[src/rtl/mhc_pkg.sv]
// Package: shared field widths and the 7-bit command word layout.
// Assumes the serial frame and the direct register use the same field order.
package mhc_pkg;
    localparam int HOLD_W = 3;
    localparam int MUX_W  = 4;
    localparam int CMD_W  = HOLD_W + MUX_W;

    // Command word: hold controls above the mux select.
    typedef struct packed {
        logic [HOLD_W-1:0] hold;
        logic [MUX_W-1:0]  mux;
    } mhc_word_t;
endpackage

[src/rtl/mhc_sync.sv]
// Module: multi-stage synchroniser for one asynchronous input.
// Assumes STAGES >= 1; the output lags the input by STAGES clk edges.
module mhc_sync #(
    parameter int STAGES = 2
) (
    input  logic clk,
    input  logic rst_n,
    input  logic d_i,
    output logic q_o
);
    logic [STAGES-1:0] pipe_q;

    generate
        if (STAGES == 1) begin : g_single
            // Single capture flop.
            always_ff @(posedge clk) begin
                if (!rst_n) pipe_q <= '0;
                else        pipe_q <= d_i;
            end
        end else begin : g_chain
            // Shift the input through the flop chain.
            always_ff @(posedge clk) begin
                if (!rst_n) pipe_q <= '0;
                else        pipe_q <= {pipe_q[STAGES-2:0], d_i};
            end
        end
    endgenerate

    assign q_o = pipe_q[STAGES-1];
endmodule

[src/rtl/mhc_frame_rx.sv]
// Module: frame receiver. It detects edges of the synchronised command clock,
// shifts in data on rising edges and flags the hold and mux load points on falling edges.
// Assumes the command clock idles low; only the last MUX_W bits need storage.
module mhc_frame_rx
    import mhc_pkg::*;
#(
    parameter int FRAME_BITS = 8,
    parameter int HOLD_POINT = 4,
    parameter int CNT_W      = $clog2(FRAME_BITS + 1)
) (
    input  logic             clk,
    input  logic             rst_n,
    input  logic             en_i,
    input  logic             sclk_i,
    input  logic             sdat_i,
    output logic             hold_ld_o,
    output logic             mux_ld_o,
    output logic [MUX_W-1:0] shift_o,
    output logic [CNT_W-1:0] cnt_o
);
    localparam logic [CNT_W-1:0] LAST_CNT = CNT_W'(FRAME_BITS);
    localparam logic [CNT_W-1:0] HOLD_CNT = CNT_W'(HOLD_POINT);

    logic             sclk_q;
    logic             rise, fall;
    logic [MUX_W-1:0] shift_q;
    logic [CNT_W-1:0] cnt_q;

    assign rise = sclk_i & ~sclk_q;
    assign fall = ~sclk_i & sclk_q;

    // Previous synchronised clock level, for edge detection.
    always_ff @(posedge clk) begin
        if (!rst_n) sclk_q <= 1'b0;
        else        sclk_q <= sclk_i;
    end

    // Bit counter and shift register; cleared while the stream is disabled.
    always_ff @(posedge clk) begin
        if (!rst_n || !en_i) begin
            shift_q <= '0;
            cnt_q   <= '0;
        end else if (rise) begin
            shift_q <= {shift_q[MUX_W-2:0], sdat_i};
            cnt_q   <= cnt_q + 1'b1;
        end else if (fall && cnt_q == LAST_CNT) begin
            cnt_q   <= '0;
        end
    end

    assign hold_ld_o = en_i & fall & (cnt_q == HOLD_CNT);
    assign mux_ld_o  = en_i & fall & (cnt_q == LAST_CNT);
    assign shift_o   = shift_q;
    assign cnt_o     = cnt_q;
endmodule

[src/rtl/mhc_field_regs.sv]
// Module: output field registers. The stream loads win while enabled;
// register writes are taken only while the stream is disabled.
// Assumes the load strobes come from mhc_frame_rx.
module mhc_field_regs
    import mhc_pkg::*;
(
    input  logic              clk,
    input  logic              rst_n,
    input  logic              en_i,
    input  logic              hold_ld_i,
    input  logic              mux_ld_i,
    input  logic [MUX_W-1:0]  shift_i,
    input  logic              reg_wr_i,
    input  logic [CMD_W-1:0]  reg_wdata_i,
    output logic [HOLD_W-1:0] hold_o,
    output logic [MUX_W-1:0]  mux_o
);
    mhc_word_t wr_word;
    assign wr_word = mhc_word_t'(reg_wdata_i);

    // Select the source for each field according to the mode.
    always_ff @(posedge clk) begin
        if (!rst_n) begin
            hold_o <= '0;
            mux_o  <= '0;
        end else if (en_i) begin
            if (hold_ld_i) hold_o <= shift_i[HOLD_W-1:0];
            if (mux_ld_i)  mux_o  <= shift_i;
        end else if (reg_wr_i) begin
            hold_o <= wr_word.hold;
            mux_o  <= wr_word.mux;
        end
    end
endmodule

[src/rtl/mux_hold_cmd_rx.sv]
// Module: top of the serial mux / sample-hold command receiver.
// Assumes cmd_clk_i and cmd_dat_i are asynchronous and change slowly compared with clk.
module mux_hold_cmd_rx
    import mhc_pkg::*;
#(
    parameter int FRAME_BITS  = 8,
    parameter int SYNC_STAGES = 2
) (
    input  logic              clk,
    input  logic              rst_n,
    input  logic              cmd_clk_i,
    input  logic              cmd_dat_i,
    input  logic              stream_en_i,
    input  logic              reg_wr_i,
    input  logic [CMD_W-1:0]  reg_wdata_i,
    output logic [HOLD_W-1:0] hold_o,
    output logic [MUX_W-1:0]  mux_sel_o
);
    localparam int CNT_W      = $clog2(FRAME_BITS + 1);
    localparam int HOLD_POINT = FRAME_BITS / 2;

    logic             sclk_s, sdat_s;
    logic             hold_ld, mux_ld;
    logic [MUX_W-1:0] frame_q;
    logic [CNT_W-1:0] bit_cnt;

    mhc_sync #(.STAGES(SYNC_STAGES)) u_sync_clk (
        .clk(clk), .rst_n(rst_n), .d_i(cmd_clk_i), .q_o(sclk_s)
    );
    mhc_sync #(.STAGES(SYNC_STAGES)) u_sync_dat (
        .clk(clk), .rst_n(rst_n), .d_i(cmd_dat_i), .q_o(sdat_s)
    );

    mhc_frame_rx #(
        .FRAME_BITS(FRAME_BITS), .HOLD_POINT(HOLD_POINT), .CNT_W(CNT_W)
    ) u_frame (
        .clk(clk), .rst_n(rst_n), .en_i(stream_en_i),
        .sclk_i(sclk_s), .sdat_i(sdat_s),
        .hold_ld_o(hold_ld), .mux_ld_o(mux_ld),
        .shift_o(frame_q), .cnt_o(bit_cnt)
    );

    mhc_field_regs u_fields (
        .clk(clk), .rst_n(rst_n), .en_i(stream_en_i),
        .hold_ld_i(hold_ld), .mux_ld_i(mux_ld), .shift_i(frame_q),
        .reg_wr_i(reg_wr_i), .reg_wdata_i(reg_wdata_i),
        .hold_o(hold_o), .mux_o(mux_sel_o)
    );
endmodule

[config.mk]
export PLATFORM = sky130hd
export DESIGN_NAME = mux_hold_cmd_rx
export DESIGN_NICKNAME = d
export VERILOG_FILES = /design/src/rtl/mhc_pkg.sv /design/src/rtl/mhc_sync.sv /design/src/rtl/mhc_frame_rx.sv /design/src/rtl/mhc_field_regs.sv /design/src/rtl/mux_hold_cmd_rx.sv
export SDC_FILE = /design/constraint.sdc
export NUM_CORES = 1
export LEC_CHECK = 0
export ABC_CLOCK_PERIOD_IN_PS = 1900
export CORE_MARGIN = 10
export CORE_UTILIZATION = 40
export DETAILED_ROUTE_END_ITERATION = 10
export DONT_BUFFER_PORTS = 1
export PLACE_DENSITY = 0.65
export SLEW_MARGIN = 20
export SYNTH_ARGS = -nofsm -noshare
export SYNTH_HDL_FRONTEND = slang
export SYNTH_SLANG_ARGS = --single-unit
[constraint.sdc]
create_clock -name clk -period 1.9 [get_ports clk]
set_clock_uncertainty 0.15 [all_clocks]
set_input_delay 0.19 -clock clk [delete_from_list [all_inputs] [get_ports clk]]
set_output_delay 0.19 -clock clk [all_outputs]
set_load 0.05 [all_outputs]
Word-level counts from Yosys, hierarchy flattened

Cells that the tools add are included.

Add/sub/neg operators: 1
Equal/unequal tests: 4
Multiplexer cells: 8
Bitwise gates (word level): 7
Reductions and logical operators: 8

Operators with widths:

| operator                                                        | count |
|---|---|
| 4-bit two-way mux                                               | 5 |
| 3-bit two-way mux                                               | 3 |
| 1-bit bitwise AND                                               | 5 |
| 4-bit by 1-bit adder with 4-bit output, second input constant   | 1 |
| 4-bit by 3-bit == test with 1-bit output, second input constant | 1 |
| 4-bit == test, second input constant                            | 1 |
| 2-bit by 1-bit != test with 1-bit output, second input constant | 2 |
| 2-bit AND reduction                                             | 2 |
| 2-bit nonzero test                                              | 2 |
| 1-bit logical NOT                                               | 2 |
| 1-bit NOT                                                       | 2 |
| 1-bit logical AND                                               | 1 |
| 1-bit logical OR                                                | 1 |

Bits in registers: 20
Logic and storage cells: 35

Depth between registers and ports, before layout

Depth after elaboration: 6
Depth in mapped cells: 6
Depth with buffers taken out: 5

Hierarchy

Synthesis repeated with hierarchy kept, for this count alone.

Cells, all modules: 88
Area total of the unflattened synthesis: 878.3 um2

By module, submodules not included:

| module         | times used | cells each | area each (um2) | sequential area each (um2) |
|---|---|---|---|---|
| mhc_frame_rx   | 1          | 49         | 425.4           | 180.2 |
| mhc_field_regs | 1          | 31         | 347.8           | 140.1 |
| mhc_sync       | 2          | 4          | 52.6            | 40.0 |

Least setup slack after synthesis

Ideal clock, no wire load.

Kind: register -> register
From: register u_frame.cnt_q[0], in the netlist u_frame.cnt_o[0]
To: register u_fields.mux_o[0]
Setup time: 86 ps
Data arrival time: 1280 ps
Required time: 1664 ps
Setup slack: 384 ps
Stages on the path, launching flop included: 7
Clock period less this slack: 1516 ps
Cells stage by stage: dfxtp_1 > inv_1 > ha_1 > and4b_1 > buf_6 > a21o_1 > a211oi_1

Word-level cells in the longest chain between the ends: 4

Ends and longest elaborated chain:

| element                                                   | RTL line             | RTL |
|---|---|---|
| start: declaration                                        | mhc_frame_rx.sv:27   | `logic [CNT_W-1:0] cnt_q;` |
| start signal: assignment                                  | mhc_frame_rx.sv:45   | `cnt_q <= cnt_q + 1'b1;` |
| 4-bit == test                                             | mhc_frame_rx.sv:52   | `assign mux_ld_o = en_i & fall & (cnt_q == LAST_CNT);` |
| 1-bit bitwise AND                                         | mhc_frame_rx.sv:52   |  |
| 2-bit by 1-bit != test with 1-bit output (no source line) | --                   |  |
| 2-bit AND reduction (no source line)                      | --                   |  |
| end signal: assignment                                    | mhc_field_regs.sv:28 | `if (mux_ld_i) mux_o <= shift_i;` |
| end signal: assignment                                    | mhc_field_regs.sv:31 | `mux_o <= wr_word.mux;` |
| end: declaration                                          | mhc_field_regs.sv:16 | `output logic [MUX_W-1:0] mux_o` |

No other way between the ends.
A chain may end at the register's enable or synchronous reset.

Worst setup path after layout

Same ends and word-level chain as after synthesis.

==> flow_summary.ini <==
[outcome]
outcome = finished with violations
violations = hold timing

[synth]
yosys.area_share.simple = 0.1674
synth_top_family_by_area = compound AO/OA/AOI/OAI gates
synthCells = 92
ys.flop_type = dfxtp_1
syn_avg_cell_area_sq_um = 9.588
yosys_warnings = 0
yosysMostFrequentCell = dfxtp_1
yosys.area.top_type_share = 0.4539
ys_top_cells_by_count = 20 x dfxtp_1, 14 x a211oi_1, 12 x nand2_1, 7 x mux2i_1, 6 x a21oi_1
yosys.area_share.adder = 0.02837
synth.area.mux_share = 0.07943
synth-xor-area-share = 0.009929
synth_compound_gate_area_share = 0.2128
synth_edf_count = 0
synth_fp_nets = 107
yosys.area.top_type = dfxtp_1
synth_async_sr_flop_share = 0
ys_seq_area_frac = 0.4539
synth_area_leaders = dfxtp_1 45%, a211oi_1 12%, mux2i_1 7.9%
ys_ff_latch = 20
synth_cell_type_count = 23
mappedNetlistArea_sq_um = 882.1

[floorplanning]
die_y_um = 66.96
die-width_um = 66.96
die-area_sq_um = 4484
start_util = 0.4363
fp-row-count = 16
core_area_sq_um = 2022
io_pins = 20

[timing]
timing.final.hold_violations = 1
slew_headroom = 0.6251
maxSlewViolCount = 0
min_period_over_period = 0.8755
setup_viol = 0
fin_setup_tns_ns = 0
fin_ws_ns = 0.2365
worst_pin_slew_ns = 0.5611
timing.hold.ws_ns = -0.001529
rsz0062_at_grt = no
period_minus_slack_ns = 1.663
timing.fmax_mhz = 601.1

[clock_tree]
htree_levels = 1
cts.sinks = 20
cts_hold_buffers = 15
clock_tree.buffer_depth = 2
worstSkewPairLatency_ns = 0.30
cts-resized-gates = 0
numCtsBuffers = 3
postCtsSetupBuffers = 0
clk_pin_slew_ns = 0.11
cts_tree = yes
clockRootBuffer = clkbuf_4

[setup_path]
r2r_setup_slack_ns = 0.24
crit_type = reg2reg
reg2regPathDepth = 5
arrival_ns = 1.74
cp.required_ns = 1.97
r2r-end = u_fields.mux_o[0]
crit_path_max_fanout = 9
endpoint_kind = flip-flop
reg2reg_from = u_frame.cnt_o[0]
start_kind = flip-flop

[route]
drt_pass1_iterations = 4
vias = 748
ant_nets = 0
first_iter_violations = 47
wl_per_cell_um = 14.46
totalWireLength_um = 2068
route.detailed.drc = 0
avgViaCountPerCell = 5.231

[cells_and_area]
fin_area_sq_um = 1150
drive_gt1_frac = 0.1043
nets = 131
syn_to_final_growth_pct = 30.35

[hold_path]
min_to = u_fields.mux_o[0]
min_from = stream_en_i
holdPathStages = 2
hold_path.class = in2reg

[placed_design]
port_buffers = 0
dp_hpwl_um = 1447
gp_congestion = 0.7206
place_ws_ns = 0.2769
dpl_cell_area_sq_um = 944.7

[global_route]
overflow = 0
antenna_found_initial = 1
grt_pass1_wl_um = 3450
grt_pass1_vias = 726
grt_max_degree = 13
track_usage = 0.1009

[run]
maxCapViolCount = 0

[power_and_ir_drop]
leakagePower_nw = 0.4418
max-vdd-ir-drop_uv = 577.7
power_density_nw_per_um2 = 791.2
-- registers in the layout (all words and copies together) (netlist names) --
register,flops
u_fields.mux_o,4
u_frame.cnt_o,4
u_frame.shift_o,4
u_fields.hold_o,3
u_sync_clk.pipe_q,2
u_sync_dat.pipe_q,2
u_frame.sclk_q,1
-- layout by cell type, fill, tap and decap left out, types with 2 or more instances in the layout --
| master | instances |
|---|---|
| a21o_1 | 2 |
| nor2b_1 | 4 |
| nand2b_1 | 2 |
| nand3b_1 | 2 |
| dfxtp_1 | 20 |
| o211ai_1 | 2 |
| ha_1 | 2 |
| dlygate4sd3_1 | 15 |
| nand2_1 | 12 |
| buf_4 | 8 |
| mux2i_1 | 7 |
| and2_1 | 5 |
| a211oi_1 | 14 |
| inv_1 | 3 |
| a21oi_1 | 6 |
| clkbuf_4 | 3 |
-- final cells by class --
cell class / instances / area, sq um
diodes: 1 / 2.502
multi-input cells: 65 / 439.2
repair buffers: 23 / 210.2
flip-flops and latches: 20 / 400.4
inverters: 3 / 11.26
well taps: 27 / 33.78
clock buffers: 3 / 22.52
fillers: 166 / 872.1
clock inverters: 1 / 30.03
-- metal layers --
| layer | GRT usage | vias to the layer above | share of wire |
|---|---|---|---|
| met3 | 0.04849 | 2 | 0.067 |
| met1 | 0.1092 | 350 | 0.41 |
| met5 | 0 | - | 0 |
| li1 | - | 380 | - |
| met2 | 0.1600 | 16 | 0.51 |
| met4 | 0.05128 | 0 | 0.011 |
-- critical path: stages (launching register included) --
cell and delay (ns):
dfxtp_1 0.41, inv_1 0.08, ha_1 0.21, and4b_1 0.29, a21o_1 0.24, a211oi_1 0.21
-- worst max-delay path by stage --
stage                           startpoint                end  slack (ns)  cells after the start
final                     u_frame.cnt_o[0]  u_fields.mux_o[0]        0.24                      5
after global routing      u_frame.cnt_o[0]  u_fields.mux_o[1]        0.09                      5
after global placement    u_frame.cnt_o[0]  u_fields.mux_o[1]        0.32                      5
after CTS                 u_frame.cnt_o[0]  u_fields.mux_o[0]        0.23                      5
after detailed placement  u_frame.cnt_o[0]  u_fields.mux_o[0]        0.28                      5
after floorplan           u_frame.cnt_o[0]  u_fields.mux_o[0]        0.38                      6
-- report_power, final --
group	leakage, nW	internal, W	switching (W)
Sequential	0.163	0.000434	0.00000797
Combinational	0.251	0.0000539	0.0000670
Clock	0.0279	0.000213	0.000134
-- kinds of logic after synthesis --
group / after synthesis
adders and majority gates: 2
buffers and inverters: 7
AOI/OAI and AO/OA: 27
and+or+nand+nor: 28
xor gates and xnor gates: 1
DFF: 20
muxes: 7
-- stage by stage --
stage,cells,utilization,total power [W]
CTS,142,0.5675,0.0009136
global route,143,0.5687,0.0009470
floorplan,92,-,0.0005275
finish,143,0.5687,0.0009098
detailed placement,123,0.4672,0.0005467
global placement,123,0.4672,0.0005453
(Power assumes the default switching activity.)
